--- src/rtl/colgen_pkg.sv ---
// Shared definitions for the burst column sequencer.
// Assumes length codes are 3 bits wide; unused codes fall back to one beat.
package colgen_pkg;
    typedef enum logic [2:0] {
        LEN_1    = 3'd0,
        LEN_2    = 3'd1,
        LEN_4    = 3'd2,
        LEN_8    = 3'd3,
        LEN_PAGE = 3'd7
    } len_code_e;

    // log2 of the beat count used when interleaved page mode is requested
    localparam int unsigned ILV_PAGE_LG = 3;
endpackage

--- src/rtl/colgen_mode_dec.sv ---
// Decodes a burst length code and ordering into a window mask and a
// page-mode flag. Purely combinational. Assumes COL_W >= 3.
module colgen_mode_dec
    import colgen_pkg::*;
#(
    parameter int unsigned COL_W = 9
) (
    input  logic [2:0]       len_code_i,
    input  logic             ilv_i,
    output logic [COL_W-1:0] mask_o,
    output logic             page_o
);
    localparam int unsigned LG_W = $clog2(COL_W + 1);

    logic [LG_W-1:0] lg;
    logic [COL_W:0]  span;

    // map the code to log2 of the beat count and the page flag
    always_comb begin
        page_o = 1'b0;
        case (len_code_e'(len_code_i))
            LEN_1:    lg = '0;
            LEN_2:    lg = LG_W'(1);
            LEN_4:    lg = LG_W'(2);
            LEN_8:    lg = LG_W'(3);
            LEN_PAGE: begin
                if (ilv_i) begin
                    lg = LG_W'(ILV_PAGE_LG);
                end else begin
                    lg     = LG_W'(COL_W);
                    page_o = 1'b1;
                end
            end
            default:  lg = '0;
        endcase
    end

    // window mask is beat count minus one; a full row wraps to all ones
    always_comb begin
        span   = (COL_W+1)'(1) << lg;
        mask_o = COL_W'(span - (COL_W+1)'(1));
    end

    // page mode is only produced for sequential ordering

    always_comb begin
        ilv_page_chk: assert (!(page_o && ilv_i));
    end
endmodule

--- src/rtl/colgen_beat_ctr.sv ---
// Holds the captured burst mode and start column and counts beats.
// Assumes start_i and stop_i are single-cycle strobes sampled on clk;
// start has priority over stop.
module colgen_beat_ctr #(
    parameter int unsigned COL_W = 9
) (
    input  logic             clk,
    input  logic             rst_n,
    input  logic             start_i,
    input  logic             stop_i,
    input  logic [COL_W-1:0] col_i,
    input  logic [COL_W-1:0] mask_i,
    input  logic             page_i,
    input  logic             ilv_i,
    output logic             active_o,
    output logic [COL_W-1:0] cnt_o,
    output logic [COL_W-1:0] base_o,
    output logic [COL_W-1:0] mask_o,
    output logic             ilv_o,
    output logic             done_o
);
    logic             active_q;
    logic             page_q;
    logic             ilv_q;
    logic [COL_W-1:0] cnt_q;
    logic [COL_W-1:0] base_q;
    logic [COL_W-1:0] mask_q;

    // final beat of a counted burst
    always_comb begin
        done_o = active_q && !page_q && (cnt_q == mask_q);
    end

    // burst state: load on start, clear on stop or end, else advance
    always_ff @(posedge clk) begin
        if (!rst_n) begin
            active_q <= 1'b0;
            page_q   <= 1'b0;
            ilv_q    <= 1'b0;
            cnt_q    <= '0;
            base_q   <= '0;
            mask_q   <= '0;
        end else if (start_i) begin
            active_q <= 1'b1;
            page_q   <= page_i;
            ilv_q    <= ilv_i;
            cnt_q    <= '0;
            base_q   <= col_i;
            mask_q   <= mask_i;
        end else if (stop_i || done_o) begin
            active_q <= 1'b0;
        end else if (active_q) begin
            cnt_q    <= cnt_q + COL_W'(1);
        end
    end

    assign active_o = active_q;
    assign cnt_o    = cnt_q;
    assign base_o   = base_q;
    assign mask_o   = mask_q;
    assign ilv_o    = ilv_q;


    start_load_chk: assert property (@(posedge clk) disable iff (!rst_n)
        start_i |=> (active_q && cnt_q == '0));

    cnt_window_chk: assert property (@(posedge clk) disable iff (!rst_n)
        active_q |-> ((cnt_q & ~mask_q) == '0));

    done_end_chk: assert property (@(posedge clk) disable iff (!rst_n)
        (done_o && !start_i) |=> !active_q);

    stop_end_chk: assert property (@(posedge clk) disable iff (!rst_n)
        (stop_i && !start_i) |=> !active_q);

    mode_hold_chk: assert property (@(posedge clk) disable iff (!rst_n)
        !start_i |=> ($stable(mask_q) && $stable(base_q) && $stable(ilv_q)));
endmodule

--- src/rtl/colgen_addr_map.sv ---
// Forms the column address from the captured start, the beat count and
// the window mask: bits inside the window take the ordered offset, bits
// above it keep the start column. Combinational; clk/rst_n serve checks.
module colgen_addr_map #(
    parameter int unsigned COL_W = 9
) (
    input  logic             clk,
    input  logic             rst_n,
    input  logic             active_i,
    input  logic [COL_W-1:0] base_i,
    input  logic [COL_W-1:0] cnt_i,
    input  logic [COL_W-1:0] mask_i,
    input  logic             ilv_i,
    output logic [COL_W-1:0] col_o
);
    logic [COL_W-1:0] offs;

    // ordered offset: XOR for interleaved, add for sequential
    always_comb begin
        offs = ilv_i ? (base_i ^ cnt_i) : (base_i + cnt_i);
    end

    // per-bit select between offset and start column
    for (genvar b = 0; b < COL_W; b++) begin : g_bit
        assign col_o[b] = mask_i[b] ? offs[b] : base_i[b];
    end


    upper_keep_chk: assert property (@(posedge clk) disable iff (!rst_n)
        active_i |-> (((col_o ^ base_i) & ~mask_i) == '0));
endmodule

--- src/rtl/sdram_burst_colgen.sv ---
// Burst column address sequencer: turns a start strobe, start column and
// length/order mode into one column address per clock until the burst
// ends, is stopped, or is replaced. Synchronous active-low reset.
module sdram_burst_colgen #(
    parameter int unsigned COL_W = 9
) (
    input  logic             clk,
    input  logic             rst_n,
    input  logic             start_i,
    input  logic [COL_W-1:0] start_col_i,
    input  logic [2:0]       len_code_i,
    input  logic             ilv_i,
    input  logic             stop_i,
    output logic [COL_W-1:0] col_o,
    output logic             valid_o,
    output logic             done_o
);
    logic [COL_W-1:0] dec_mask;
    logic             dec_page;
    logic             act;
    logic [COL_W-1:0] cnt;
    logic [COL_W-1:0] base;
    logic [COL_W-1:0] mask;
    logic             ilv_cap;

    colgen_mode_dec #(.COL_W(COL_W)) u_dec (
        .len_code_i (len_code_i),
        .ilv_i      (ilv_i),
        .mask_o     (dec_mask),
        .page_o     (dec_page)
    );

    colgen_beat_ctr #(.COL_W(COL_W)) u_ctr (
        .clk      (clk),
        .rst_n    (rst_n),
        .start_i  (start_i),
        .stop_i   (stop_i),
        .col_i    (start_col_i),
        .mask_i   (dec_mask),
        .page_i   (dec_page),
        .ilv_i    (ilv_i),
        .active_o (act),
        .cnt_o    (cnt),
        .base_o   (base),
        .mask_o   (mask),
        .ilv_o    (ilv_cap),
        .done_o   (done_o)
    );

    colgen_addr_map #(.COL_W(COL_W)) u_map (
        .clk      (clk),
        .rst_n    (rst_n),
        .active_i (act),
        .base_i   (base),
        .cnt_i    (cnt),
        .mask_i   (mask),
        .ilv_i    (ilv_cap),
        .col_o    (col_o)
    );

    assign valid_o = act;


    done_valid_chk: assert property (@(posedge clk) disable iff (!rst_n)
        done_o |-> valid_o);
endmodule

--- config.mk ---
export PLATFORM = sky130hd
export DESIGN_NAME = sdram_burst_colgen
export DESIGN_NICKNAME = d
export VERILOG_FILES = /design/src/rtl/colgen_pkg.sv /design/src/rtl/colgen_mode_dec.sv /design/src/rtl/colgen_beat_ctr.sv /design/src/rtl/colgen_addr_map.sv /design/src/rtl/sdram_burst_colgen.sv
export SDC_FILE = /design/constraint.sdc
export NUM_CORES = 1
export LEC_CHECK = 0
export BUFFER_PORTS_ARGS = -buffer_cell sky130_fd_sc_hd__clkbuf_2
export CORE_MARGIN = 2
export CORE_UTILIZATION = 50
export DETAILED_ROUTE_END_ITERATION = 10
export GPL_TIMING_DRIVEN = 1
export PLACE_DENSITY = 0.79
export SETUP_SLACK_MARGIN = 0.15
export SLEW_MARGIN = 10
export SYNTH_ARGS = -nofsm -noshare
export SYNTH_HDL_FRONTEND = slang
export SYNTH_SLANG_ARGS = --single-unit
--- constraint.sdc ---
create_clock -name clk -period 2.3 [get_ports clk]
set_input_delay 0.46 -clock clk [delete_from_list [all_inputs] [get_ports clk]]
set_output_delay 0.46 -clock clk [all_outputs]
set_load 0.1 [all_outputs]
==> impl_metrics.toml, run 1 <==
[clock_tree]
cts.sinks = 24
cts-hold-fix-buffers = 0
cts_root_buf = "clkbuf_4"
htreeDepth = 1
numCtsBuffers = 3
clk_pin_slew_ps = 140
clk_latency_ps = 340
cts_tree = "built"
cts_buffer_depth = 2

[placement]
dpl.hpwl_um = 3130
gp_congestion = 0.903
placed_area_um2 = 2150
io_buffers = 27

[grt]
grt_pass1_wl_um = 6620
grt_overflow_total = 0
antenna_found_initial = 0
grt_usage = 0.252
grt_max_degree = 18
grt_pass1_vias = 1422

[finish]
antenna_cells = 0
utilization = 0.745
fillCellCount = 214
drive_gt1_frac = 0.385
stdcell_area_um2 = 2260
regArea_um2 = 488
multi_input_area_um2 = 1180
syn_to_final_growth_pct = 43.7
final_nets = 255

[die]
die_h_um = 60.0
top_level_ports = 28
start_util = 0.519
die_w_um = 60.0
fp.dieArea_um2 = 3600
rows = 20
core_area_um2 = 3030

[run_status]
outcome = "finished with violations"
failed_checks = "setup timing"

[synthesis]
ys_ff_latch = 24
yosysTopAreaCellShare = 0.306
synth_edf_count = 0
syn-num-nets = 205
synth_area_um2 = 1570
ys.flop_type = "dfxtp_1"
avgSynthCellArea_um2 = 8.87
synth_top_cell_by_area = "dfxtp_1"
syn_inst = 177
yosysWarnings = 0
yosysUniqueCellTypes = 44
synthArstFlopShare = 0
seq_area_frac_synth = 0.306
synthTopCellsByArea = "dfxtp_1 (31%), mux2i_1 (8.9%), ha_1 (8.0%), nor2b_1 (5.2%), xnor2_1 (4.5%)"

[sta]
setup_viol = 6
worst_pin_slew_ps = 540
rsz0062_at_grt = "true"
relSlewSlack = 0.641
setup_slack_ps = -531
slew_viol_final = 0
whs_ps = 379
max_freq_mhz = 353
finalCritPeriodShare = 1.23
final-hold-violation-count = 0
min_period_ps = 2830
fin_worst_skew_ps = 9.63

[route]
via_per_inst = 5.26
drtIter0Drc = 84
num_vias = 1420
drt_wl_total_um = 4000
firstDrtPassIters = 4
drc = 0
wl_per_cell_um = 14.8
final_antenna_net_count = 0

[setup_path]
cp-start-kind = "flip-flop"
crit_fanout = 3
critPathKind = "reg2out"
reg2reg_slack_ps = 590
arrival_ps = 2370
worst_ep_required_time_ps = 1840
r2r_cells = 7
crit_path_end_kind = "primary output"

[worst_hold_path]
hold_class = "in2reg"
holdPathStages = 3

[power_and_ir_drop]
peakVddDrop_mv = 0.325
p_per_area_nw_per_um2 = 486
p_leak_nw = 0.977

[run]
drv_cap = 0
==> cell usage after synthesis (all sizes together), types with 5 or more instances <==
cell,instances
inv,6
o21ai,5
xor2,6
dfxtp,24
ha,10
nor2b,13
mux2i,14
nor2,17
nand2,14
nand3,6
xnor2,8
buf,5
a21oi,11
==> state kept, by name (all words and copies together) (netlist names) <==
register / count
u_ctr.cnt_o: 9
u_ctr.ilv_o: 1
u_ctr.mask_o: 4
u_ctr.active_o: 1
u_ctr.base_o: 9
==> stage by stage <==
stage               setup TNS (ps)  total power [mW]  std cells  setup slack (ps)
finish                       -2810              1.10        270              -531
global route                 -3540              1.13        270              -623
CTS                          -2930              1.10        269              -550
detailed placement            -838             0.781        264              -324
global placement              -502             0.771        264              -225
floorplan                     -806             0.671        177              -457
==> layout make-up <==
type | count | area share
Timing Repair Buffer | 51 | 0.201
Multi-Input combinational cell | 141 | 0.525
Clock inverter | 1 | 0.0133
Tap cell | 44 | 0.0244
Clock buffer | 3 | 0.00998
Inverter | 6 | 0.00998
Sequential cell | 24 | 0.216
==> what timing repair did <==
action                     in CTS  in global routing
setup endpoints to repair       8                  9
pin swaps                       4                  4
gates resized for setup         7                  0
buffers inserted                1                  1
==> worst paths after layout <==
path | start | end
max | u_ctr.cnt_o[0] | col_o[8]
min | start_col_i[8] | u_ctr.base_o[8]
max reg2reg | u_ctr.cnt_o[7] | u_ctr.cnt_o[1]
min reg2reg | u_ctr.base_o[4] | u_ctr.base_o[4]
==> worst max-delay path, stage by stage (launching register included) <==
cell      delay [ps]
dfxtp_4          390
ha_4             130
inv_2             30
fa_2             330
nand2b_4         150
a211oi_4         260
a21oi_2          120
mux2i_4          240
xor2_4           190
buf_12           190
==> routing by layer <==
layer  global-route usage  routed length, µm  part of all wire  up-vias
met4                0.102                 83             0.021        0
li1                     -                  -                 -      716
met1                0.308               1730              0.43      669
met2                0.435               2070              0.52       26
met5                    0                  0                 0        -
met3               0.0411                111             0.028        9
==> where the power goes <==
part,total [mW],internal [mW],switching [mW]
sequential,0.451,0.432,0.0194
clock,0.318,0.177,0.141
combinational,0.327,0.129,0.198
==> cells in the final DEF, fill, tap and decap left out, drive strengths merged, types with 6 or more instances in the layout <==
cell    netlist  final
a21oi        11     11
buf           5     33
clkbuf        1     21
dfxtp        24     24
ha           10     10
inv           6      6
mux2i        14     14
nand2        14     14
nand3         6      6
nor2         17     17
nor2b        13     13
xnor2         8      8
xor2          6      6
==> kinds of logic (layout without fill, tap and decap cells) <==
| logic type | count (synthesis) | in the layout | share of synthesized area |
|---|---|---|---|
| adder cells (fa/ha/maj) | 12 | 12 | 0.0988 |
| multiplexers | 16 | 16 | 0.104 |
| AND/OR/NAND/NOR | 69 | 69 | 0.239 |
| buffers and inverters | 12 | 61 | 0.0406 |
| flip-flops | 24 | 24 | 0.306 |
| AO/OA/AOI/OAI | 30 | 30 | 0.134 |
| XOR/XNOR | 14 | 14 | 0.0781 |
Power figures use the tool's default switching activity.
==> inputs of run 2 (changes only) <==
--- a/config.mk
+++ b/config.mk
@@ -5,8 +5,9 @@
 export SDC_FILE = /design/constraint.sdc
 export NUM_CORES = 1
 export LEC_CHECK = 0
+export ABC_CLOCK_PERIOD_IN_PS = 2300
 export BUFFER_PORTS_ARGS = -buffer_cell sky130_fd_sc_hd__clkbuf_2
-export CORE_MARGIN = 2
+export CORE_MARGIN = 3
 export CORE_UTILIZATION = 50
 export DETAILED_ROUTE_END_ITERATION = 10
 export GPL_TIMING_DRIVEN = 1
==> constraint.sdc (replaced) <==
create_clock -name clk -period 2.3 [get_ports clk]
set_input_delay 0.115 -clock clk [delete_from_list [all_inputs] [get_ports clk]]
set_output_delay 0.115 -clock clk [all_outputs]
set_load 0.1 [all_outputs]
==> impl_metrics.toml, run 2 (synthesis gave the netlist of run 1 again) <==
[run_status]
outcome = "finished with violations"
failed_checks = "setup timing"

[die]
die_w_um = 62.0
rows = 19
fp.dieArea_um2 = 3850
top_level_ports = 28
core_area_um2 = 2880
die_h_um = 62.0
start_util = 0.546

[placement]
dpl.hpwl_um = 2870
io_buffers = 27
gp_congestion = 0.851

[grt]
grt_overflow_total = 0
grt_pass1_vias = 1407
grt_usage = 0.209
antenna_found_initial = 0
grt_max_degree = 18
grt_pass1_wl_um = 6030

[finish]
syn_to_final_growth_pct = 29.3
drive_gt1_frac = 0.317
fillCellCount = 230
mostFrequentLayoutCells = "dfxtp_1 (21), clkbuf_2 (19), nor2_1 (16)"
antenna_cells = 0
final_common_cell = "dfxtp_1"
final_nets = 237

[setup_path]
slowest_delay_ps = 390
r2r_cells = 5
setup.worst_path.start = "u_ctr.cnt_o[0]"
crit_fanout = 3
cp-start-kind = "flip-flop"
critPathKind = "reg2out"
arrival_ps = 2320
path_cells = "ha_4 -> inv_2 -> fa_2 -> nand2b_4 -> a211oi_4 -> a31oi_1 -> xnor2_1 -> mux2_4 -> buf_12"
worst_ep_required_time_ps = 2180
crit-reg2reg-launch = "u_ctr.mask_o[6]"
r2r-end = "u_ctr.cnt_o[1]"
crit_path_end_kind = "primary output"
reg2reg_slack_ps = 690
slowest_stage = "dfxtp_4"

[route]
wl_per_cell_um = 14.6
drc = 0
dr_wl_met2_um = 2000
final_antenna_net_count = 0
via_per_inst = 5.45
firstDrtPassIters = 4
drtIter0Drc = 30
num_vias = 1362
drt_wl_total_um = 3640
wl_met1_um = 1470
highest_layer = "met4"
met3_length_um = 105

[worst_hold_path]
hold_class = "in2reg"
hold_end = "u_ctr.base_o[7]"
hold_start = "start_col_i[7]"
holdPathStages = 3

[sta]
fin_setup_tns_ps = -425
max_freq_mhz = 410
whs_ps = 58.9
finalCritPeriodShare = 1.06
setup_slack_ps = -136
final-hold-violation-count = 0
fin_worst_skew_ps = 7.25
relSlewSlack = 0.642
slew_viol_final = 0
rsz0062_at_grt = "true"
worst_pin_slew_ps = 540
min_period_ps = 2440
setup_viol = 5

[clock_tree]
cts_tree = "built"
clk_pin_slew_ps = 130
numCtsBuffers = 3
clk_latency_ps = 310
htreeDepth = 1
cts_buffer_depth = 2
cts.sinks = 24
cts_root_buf = "clkbuf_4"
cts-hold-fix-buffers = 0

[power_and_ir_drop]
p_leak_nw = 0.855
p_per_area_nw_per_um2 = 459
peakVddDrop_mv = 0.320

[run]
drv_cap = 0
run 2: layout make-up:
type / count / area (µm²) / share of cell area
inverter: 6 / 22.5 / 0.0111
sequential: 24 / 487 / 0.240
clock buffer: 4 / 26.3 / 0.0129
multi-input combinational: 141 / 1160 / 0.571
tap: 42 / 52.6 / 0.0259
timing repair buffer: 33 / 283 / 0.139
run 2: worst max path at each step:
stage | endpoint | depth (start not counted)
2_1_floorplan | col_o[8] | 8
5_1_grt | col_o[6] | 9
6_report | col_o[6] | 9
3_5_place_dp | col_o[8] | 9
3_3_place_gp | col_o[8] | 9
4_1_cts | col_o[8] | 9
run 2: metal layers:
layer | global-route usage | up-vias
met5 | 0 | -
met2 | 0.389 | 29
met4 | 0.0697 | 0
met3 | 0.0269 | 8
met1 | 0.244 | 639
li1 | - | 686
run 2: what timing repair did:
| item | 4_1_cts | 5_1_grt |
|---|---|---|
| endpoints found under the setup margin | 8 | 8 |
| pin swaps | 4 | 2 |
| resized for setup | 5 | 8 |
| hold endpoints to repair | 0 | 0 |
| setup buffers | 1 | 1 |
run 2: metrics by stage:
stage / instances / setup slack, ps / utilization / total power [mW] / cell area (µm²)
floorplan: 177 / -152 / - / 0.667 / 1680
global placement: 244 / 68.8 / 0.676 / 0.732 / 1940
detailed placement: 244 / -1.53 / 0.676 / 0.742 / 1940
CTS: 249 / -171 / 0.696 / 0.935 / 2000
global route: 250 / -271 / 0.706 / 0.980 / 2030
finish: 250 / -136 / 0.706 / 0.933 / 2030
run 2: critical path: cells and delay by family (launching register included):
family                   cells  cell delay (ps)
flip-flops                   1              390
XOR/XNOR                     1              140
buffers and inverters        2              200
AND/OR/NAND/NOR              1              150
AO/OA/AOI/OAI                2              390
adder cells (fa/ha/maj)      2              460
multiplexers                 1              280
run 2: where the power goes:
part           internal [mW]  switching [mW]  total, mW
sequential             0.432          0.0219      0.453
clock                 0.0677           0.124      0.192
combinational          0.102           0.186      0.288
total                  0.601           0.332      0.933
